## src/rtl/sai_irq_pkg.sv

```systemverilog
package sai_irq_pkg;
  localparam int WORD_W  = 16;
  localparam int GROUP_W = 4;
  localparam int NGROUP  = WORD_W / GROUP_W;

  // group index inside the status word (software-visible order)
  localparam int GRP_RX_READY   = 0;
  localparam int GRP_RX_OVERRUN = 1;
  localparam int GRP_TX_READY   = 2;
  localparam int GRP_TX_UNDERRUN = 3;

  typedef enum logic [1:0] {
    SEL_FLAGS  = 2'd0,
    SEL_EN_CLR = 2'd1,
    SEL_EN_SET = 2'd2
  } reg_sel_e;

  // implemented-bit mask: the low nseq bits of every group
  function automatic logic [WORD_W-1:0] impl_mask(input int nseq);
    logic [WORD_W-1:0] m;
    m = '0;
    for (int g = 0; g < NGROUP; g++)
      for (int s = 0; s < nseq; s++)
        m[g*GROUP_W + s] = 1'b1;
    return m;
  endfunction
endpackage

```

## src/rtl/sai_flag_bank.sv

```systemverilog
module sai_flag_bank #(
  parameter int                W    = 16,
  parameter logic [W-1:0]      MASK = '1
) (
  input  logic         clk,
  input  logic         rst_n,
  input  logic [W-1:0] set_i,
  input  logic [W-1:0] clr_i,
  output logic [W-1:0] flag_o
);
  for (genvar i = 0; i < W; i++) begin : g_bit
    if (MASK[i]) begin : g_impl
      logic q;
      // event has priority over clear so no pulse is lost
      always_ff @(posedge clk) begin
        if (!rst_n) q <= 1'b0;
        else        q <= (q & ~clr_i[i]) | set_i[i];
      end
      assign flag_o[i] = q;

      a_r4_set_lands: assert property (@(posedge clk) disable iff (!rst_n)
        set_i[i] |=> flag_o[i]);
      a_r4_sticky: assert property (@(posedge clk) disable iff (!rst_n)
        (!set_i[i] && !clr_i[i]) |=> $stable(flag_o[i]));
      a_r5_clear_takes: assert property (@(posedge clk) disable iff (!rst_n)
        (clr_i[i] && !set_i[i]) |=> !flag_o[i]);
    end else begin : g_resv
      assign flag_o[i] = 1'b0;
    end
  end
endmodule

```

## src/rtl/sai_irq_mask.sv

```systemverilog
module sai_irq_mask #(
  parameter int           W    = 16,
  parameter logic [W-1:0] MASK = '1
) (
  input  logic         clk,
  input  logic         rst_n,
  input  logic [W-1:0] en_set_i,
  input  logic [W-1:0] en_clr_i,
  input  logic [W-1:0] flag_i,
  output logic [W-1:0] en_o,
  output logic         irq_o
);
  logic [W-1:0] en_q;
  logic         irq_q;

  always_ff @(posedge clk) begin
    if (!rst_n) begin
      en_q  <= '0;
      irq_q <= 1'b0;
    end else begin
      en_q  <= ((en_q & ~en_clr_i) | en_set_i) & MASK;
      irq_q <= |(flag_i & en_q);
    end
  end

  assign en_o  = en_q;
  assign irq_o = irq_q;

  a_r9_irq_rises: assert property (@(posedge clk) disable iff (!rst_n)
    (|(flag_i & en_o)) |=> irq_o);
  a_r9_irq_falls: assert property (@(posedge clk) disable iff (!rst_n)
    !(|(flag_i & en_o)) |=> !irq_o);
  a_r8_set_lands: assert property (@(posedge clk) disable iff (!rst_n)
    |(en_set_i & MASK) |=> ((en_o & $past(en_set_i) & MASK) == ($past(en_set_i) & MASK)));
  a_r8_clr_lands: assert property (@(posedge clk) disable iff (!rst_n)
    (|en_clr_i && !(|en_set_i)) |=> ((en_o & $past(en_clr_i)) == '0));
endmodule

```

## src/rtl/sai_irq_status.sv

```systemverilog
module sai_irq_status
  import sai_irq_pkg::*;
#(
  parameter int NSEQ = 2
) (
  input  logic                clk,
  input  logic                rst_n,
  input  logic [1:0]          bus_addr,
  input  logic                bus_wr,
  input  logic [WORD_W-1:0]   bus_wdata,
  output logic [WORD_W-1:0]   bus_rdata,
  input  logic [NSEQ-1:0]     data_wr,
  input  logic [NSEQ-1:0]     ev_rx_ready,
  input  logic [NSEQ-1:0]     ev_rx_overrun,
  input  logic [NSEQ-1:0]     ev_tx_ready,
  input  logic [NSEQ-1:0]     ev_tx_underrun,
  output logic                irq
);
  localparam logic [WORD_W-1:0] IMPL = impl_mask(NSEQ);

  logic [WORD_W-1:0] set_vec, clr_vec, flags, enables;
  logic [WORD_W-1:0] en_set, en_clr;
  logic              wr_flags, wr_en_set, wr_en_clr;

  assign wr_flags  = bus_wr && (bus_addr == SEL_FLAGS);
  assign wr_en_set = bus_wr && (bus_addr == SEL_EN_SET);
  assign wr_en_clr = bus_wr && (bus_addr == SEL_EN_CLR);

  always_comb begin
    set_vec = '0;
    clr_vec = wr_flags ? (bus_wdata & IMPL) : '0;
    for (int s = 0; s < NSEQ; s++) begin
      set_vec[GRP_RX_READY*GROUP_W + s]    = ev_rx_ready[s];
      set_vec[GRP_RX_OVERRUN*GROUP_W + s]  = ev_rx_overrun[s];
      set_vec[GRP_TX_READY*GROUP_W + s]    = ev_tx_ready[s];
      set_vec[GRP_TX_UNDERRUN*GROUP_W + s] = ev_tx_underrun[s];
      // refilling the transmit data register acknowledges transmit-ready
      clr_vec[GRP_TX_READY*GROUP_W + s] = clr_vec[GRP_TX_READY*GROUP_W + s] | data_wr[s];
    end
  end

  assign en_set = wr_en_set ? bus_wdata : '0;
  assign en_clr = wr_en_clr ? bus_wdata : '0;

  sai_flag_bank #(.W(WORD_W), .MASK(IMPL)) u_flags (
    .clk    (clk),
    .rst_n  (rst_n),
    .set_i  (set_vec),
    .clr_i  (clr_vec),
    .flag_o (flags)
  );

  sai_irq_mask #(.W(WORD_W), .MASK(IMPL)) u_mask (
    .clk      (clk),
    .rst_n    (rst_n),
    .en_set_i (en_set),
    .en_clr_i (en_clr),
    .flag_i   (flags),
    .en_o     (enables),
    .irq_o    (irq)
  );

  always_comb begin
    unique case (bus_addr)
      SEL_FLAGS:            bus_rdata = flags;
      SEL_EN_CLR, SEL_EN_SET: bus_rdata = enables;
      default:              bus_rdata = '0;
    endcase
  end

  a_r3_reserved_read_zero: assert property (@(posedge clk) disable iff (!rst_n)
    (bus_rdata & ~IMPL) == '0);
  a_r6_strobe_clears: assert property (@(posedge clk) disable iff (!rst_n)
    (data_wr[0] && !ev_tx_ready[0]) |=> !flags[GRP_TX_READY*GROUP_W]);
  a_r1_reset_quiet: assert property (@(posedge clk)
    !rst_n |=> (flags == '0 && enables == '0 && !irq));
endmodule

```

## config.mk

```make
export PLATFORM = sky130hd
export DESIGN_NAME = sai_irq_status
export DESIGN_NICKNAME = d
export VERILOG_FILES = /design/src/rtl/sai_irq_pkg.sv /design/src/rtl/sai_flag_bank.sv /design/src/rtl/sai_irq_mask.sv /design/src/rtl/sai_irq_status.sv
export SDC_FILE = /design/constraint.sdc
export NUM_CORES = 1
export LEC_CHECK = 0
export CORE_ASPECT_RATIO = 0.75
export CORE_UTILIZATION = 41
export DETAILED_ROUTE_END_ITERATION = 8
export HOLD_SLACK_MARGIN = 0.06
export PLACE_DENSITY = 0.83
export SYNTH_ARGS = -nofsm -noshare
export SYNTH_HDL_FRONTEND = slang
export SYNTH_SLANG_ARGS = --single-unit
```

## constraint.sdc

```tcl
create_clock -name clk -period 1.5 [get_ports clk]
set_input_delay 0.225 -clock clk [delete_from_list [all_inputs] [get_ports clk]]
set_output_delay 0.225 -clock clk [all_outputs]
set_load 0.1 [all_outputs]
```

======== Word level (Yosys, flattened, before mapping) ========
Index checks and enable logic that the tools add are counted.
cells by class
  add/sub/neg operators ................... 0
  $mul .................................... 0
  divide/modulo/power cells ............... 0
  magnitude comparators ................... 0
  equality and inequality tests ........... 2
  shift operators ......................... 0
  mux-type cells .......................... 4
  bitwise logic cells ..................... 30
  reductions and logical operators ........ 6
operator list
  operator              number
  $mux W14              3
  $and A14 B14 Y14      2
  $pmux W14 S2          1
  $reduce_or A16 Y1     1
  $not A14 Y14          1
  $or A14 B14 Y14       1
  $or A1 B1 Y1          10
  $and A1 B1 Y1         8
  $not A1 Y1            8
  $logic_and A1 B1 Y1   3
  $eq A2 B1 Y1 const B  1
  $eq A2 B2 Y1 const B  1
  $logic_not A2 Y1      1
  $reduce_or A2 Y1      1
storage, ports and cells
  bits in registers ....................... 17
  latch bits .............................. 0
  bits in writable memories ............... 0
  ROM bits ................................ 0
  input bits .............................. 31
  output and inout port bits .............. 17
  word-level logic and storage cells ...... 52
  memories kept ........................... 0

======== Logic depth before layout (Yosys ltp) ========
Gate-level depths: netlist of the first run.
  depth in word-level cells ............... 7
  gate-level depth with buffers ........... 7
  mapped depth without buffers ............ 5

======== By module ========
A second synthesis of the first run with hierarchy kept.
second synthesis, totals
  cells, all modules ...................... 174
  area total of the unflattened synthesis .. 1,477.7 µm²
by module, submodules not included
  module          times used  cells an instance  area an instance (µm²)  sequential area each (µm²)
  sai_irq_status  1           91                 585.6                   0.0
  sai_flag_bank   1           42                 461.7                   160.2
  sai_irq_mask    1           41                 430.4                   180.2

======== Worst setup path before layout of the first run ========
No wires, ideal clock.
  path kind ............................... input to output
  start ................................... in bus_addr[0]
  end ..................................... out bus_rdata[0]
  arrival time ............................ 2,122 ps
  data required time ...................... 1,275 ps
  slack ................................... -847 ps
  cell stages on the path ................. 5
  buffers on the path ..................... 1
  cell sequence ........................... inv_1 > ha_1 > clkbuf_1 > a22oi_1 > nor2_1
on the way
  word-level cells in the longest chain between the ends .. 3
  elaborated cells on any way between the ends .. 5
  those cells by class .................... eq/ne (2); mux (1); reduce/logical (2)
ends and longest elaborated chain
  element                                       RTL line              source
  start, declared                               sai_irq_status.sv:8   input logic [1:0] bus_addr,
  $eq A2 B2 Y1 or $eq A2 B1 Y1 (tied branches)  sai_irq_status.sv:64  unique case (bus_addr)
  $reduce_or A2 Y1                              sai_irq_status.sv:64
  $pmux W14 S2 *                                sai_irq_status.sv:64
  end, declared                                 sai_irq_status.sv:11  output logic [WORD_W-1:0] bus_rdata,
Every way passes the cells marked *; elsewhere a longest branch is shown, timed or not.

======== Worst setup path after layout of the first run ========
  start ................................... in bus_addr[0]
  end ..................................... out bus_rdata[4]
Same word-level chain as after synthesis.

==> impl_results.md, run 1 <==
* Outcome: complete, no violations
* Dpl hpwl at 1.86 mm
* R2R Setup Slk at 0.66 ns
* R2R Path End: u_mask.irq_o
* Worst Hold Path EP: u_mask.irq_o
* Most frequent cells in the layout: clkdlybuf4s50_1, dfxtp_1, nand3_1, nor2_1, buf_4
* Inserted Diodes at 0
* Final Max Slew Viols at 0
* Crit-path cells: clkbuf_2, inv_2, ha_4, a22oi_2, nor2_4, buf_12
* Worst Path Class, Setup: in -> out
* Ys Warns at 0
* Commonest non-fill, non-tap cell in the layout: clkdlybuf4s50_1
* Worst setup SP type: input port
* FF+latch area at 340 sq um
* Pre-antenna DRT Iters at 4
* Placed cells at 173
* Clock Skews at 0.00510 ns
* Critical Path Sink Type: primary output
* Clk_lat worst skew at 0.30 ns
* DR vias at 976
* Drt drc at 0
* Synth Area in Adders at 5.49%
* Initial antenna violation count at 0
* Final hold vios at 0
* Detail Route Antenna Nets at 0
* CP top delay family: adder cells
* Cell Pwr Density at 807 mW/mm^2
* Synth Area in Compound Gates at 22.1%
* Synth Area in Simple Gates at 19.6%
* Die ar. at 0.00242 sq mm
* Worst path slowest cell: ha_4
* First-pass GRT wire length at 4.07 mm
* Max Cap Viol at 0
* R2R Path Start: u_flags.g_bit[4].g_impl.q
* Area Growth Syn to Fin at 65.0%
* XOR/XNOR Fraction of Synth Area at 0%
* Hold path startpoint: rst_n
* Total power at 1.21 mW
* Largest stage delay, worst path at 0.35 ns
* Layout Utilization at 73.3%
* Clock transition at path regs at 0.11 ns
* Sequential area share after synthesis at 37.4%
* Syn Area/Cell at 7.99 sq um
* Vias in the first global route at 904
* Final Setup Violations at 0
* Worst vdd ir at 678 uV
* Min-delay worst type: in -> reg
* Fmax at 0.721 GHz
* CP bufs+invs at 3
* Main combinational cell family by area after synthesis: compound AO/OA/AOI/OAI gates
* CTS tree: yes
* Multi-input gate area at 576 sq um
* Final Cell Area at 0.00150 sq mm
* Pleak at 0.577 nW
* Critical path arrival at 1.16 ns
* RePlAce Congestion at 0.801
* Setup TNS at 0 ns
* Die width at 56.4 microns
* I/O Buffers at 31
* Num CTS Buffers at 3
* Final worst slack at 0.112 ns
* Pre-CTS setup slack at -0.505 ns
* Row count at 14
* Congestion Overflow GR at 0
* Clock sinks at 17
* Unrepaired setup endpoints after global routing: no
* Clk root buf: clkbuf_4
* Reg2reg path depth at 2
* H-tree levels at 1
* Tmin final at 1.39 ns
* Final hold slack at 0.468 ns
* CP max FO at 8
* #FFs+latches synth at 17
* Maximum clock insertion buffer count at 2
* Crit share post-route at 92.5%
* All-layer global routing usage at 22.4%
* Via density at 5.48
* Final WL at 2.56 mm
* Layout filler cell count at 160
* Mapped Cells at 114
* Synth unique cells at 17
* CP required at 1.27 ns
* Layout Nets at 190
* Largest net degree at the start of global routing at 12
* Placed Area at 0.00142 sq mm
* Netlist Area Pre-Place at 911 sq um
* Share of cells above drive strength 1 at 33.1%
* Routed length per placed instance at 14.4 microns
* Non-Filler Instances at 178
* Io pins at 48
* Hold path depth at 3
* Core Area at 0.00205 sq mm
* Initial DRC Count at 19
* Die Ht at 42.8 microns
* Initial Util at 44.4%
* Mux share of post-synthesis cell area at 0%
[area by class of cell]
| type | instances | area share [%] |
|---|---|---|
| timing repair buffer | 46 | 34.0 |
| tap | 24 | 2.00 |
| clock inverter | 1 | 0.333 |
| inverter | 5 | 1.25 |
| multi-input combinational | 82 | 38.3 |
| clock buffer | 3 | 1.50 |
| sequential | 17 | 22.6 |
[kinds of logic (layout without fill, tap and decap cells)]
group,Yosys count,after routing
other,1,8
buffers and inverters,22,55
AND/OR/NAND/NOR,41,41
adder cells (fa/ha/maj),4,4
AO/OA/AOI/OAI,29,29
flip-flops,17,17
[worst reg2reg max path, stage by stage (launching register included)]
cell and delay [ns]:
dfxtp_1 0.36, a22oi_1 0.23, a41oi_1 0.13
[synth_stat cells]
cell type	instances	area, sq um
nor2_1	24	90.1
a22oi_1	20	150
dfxtp_1	17	340
nand3_1	16	80.1
buf_4	10	75.1
a21oi_1	6	30.0
ha_1	4	50.1
inv_1	4	15.0
clkbuf_1	3	11.3
a31oi_1	2	12.5
buf_6	2	22.5
a41oi_1	1	8.76
and2_4	1	8.76
buf_1	1	3.75
clkbuf_2	1	5.00
clkinv_1	1	3.75
conb_1	1	3.75
[worst max path at each step]
stage	startpoint	endpoint	slack [ns]	cells after the start
2_1_floorplan	bus_addr[0]	bus_rdata[0]	-0.008	6
3_3_place_gp	bus_addr[0]	bus_rdata[13]	-0.44	6
3_5_place_dp	bus_addr[0]	bus_rdata[4]	-0.51	6
4_1_cts	bus_addr[1]	bus_rdata[4]	0.02	6
5_1_grt	bus_addr[0]	bus_rdata[4]	0.07	6
6_report	bus_addr[0]	bus_rdata[4]	0.11	6
[registers in the layout, indices dropped and copies added (netlist names)]
signal                  cells
u_mask.en_o                 8
u_flags.g_bit.g_impl.q      8
u_mask.irq_o                1
[per-layer routing]
metal  vias up  track usage, %  part of all wire, %
li1        467               -                    -
met1       443            26.9                   42
met2        59            36.2                   49
met3         7            5.18                  7.2
met4         0            14.1                  2.1
met5         -               0                    0
[what timing repair did]
| item | 4_1_cts | 5_1_grt |
|---|---|---|
| endpoints found under the setup margin | 8 | 8 |
| hold buffers | 0 | 0 |
| pin swaps | 11 | 4 |
| buffers inserted | 1 | 0 |
| gates resized for setup | 19 | 2 |
[where the power goes]
group	internal, mW	switching [mW]	leakage, nW
registers	0.476	0.0250	0.140
logic	0.170	0.285	0.419
clock network	0.0996	0.158	0.0177
total	0.745	0.468	0.577
(Power assumes the default switching activity.)
==> run 2: changes to the inputs <==
--- a/config.mk
+++ b/config.mk
@@ -8,8 +8,10 @@
 export CORE_ASPECT_RATIO = 0.75
 export CORE_UTILIZATION = 41
 export DETAILED_ROUTE_END_ITERATION = 8
+export GPL_ROUTABILITY_DRIVEN = 0
 export HOLD_SLACK_MARGIN = 0.06
 export PLACE_DENSITY = 0.83
+export SLEW_MARGIN = 20
 export SYNTH_ARGS = -nofsm -noshare
 export SYNTH_HDL_FRONTEND = slang
 export SYNTH_SLANG_ARGS = --single-unit
==> results of run 2 <==
Final layout, timing and power as in run 1 (identical DEF).
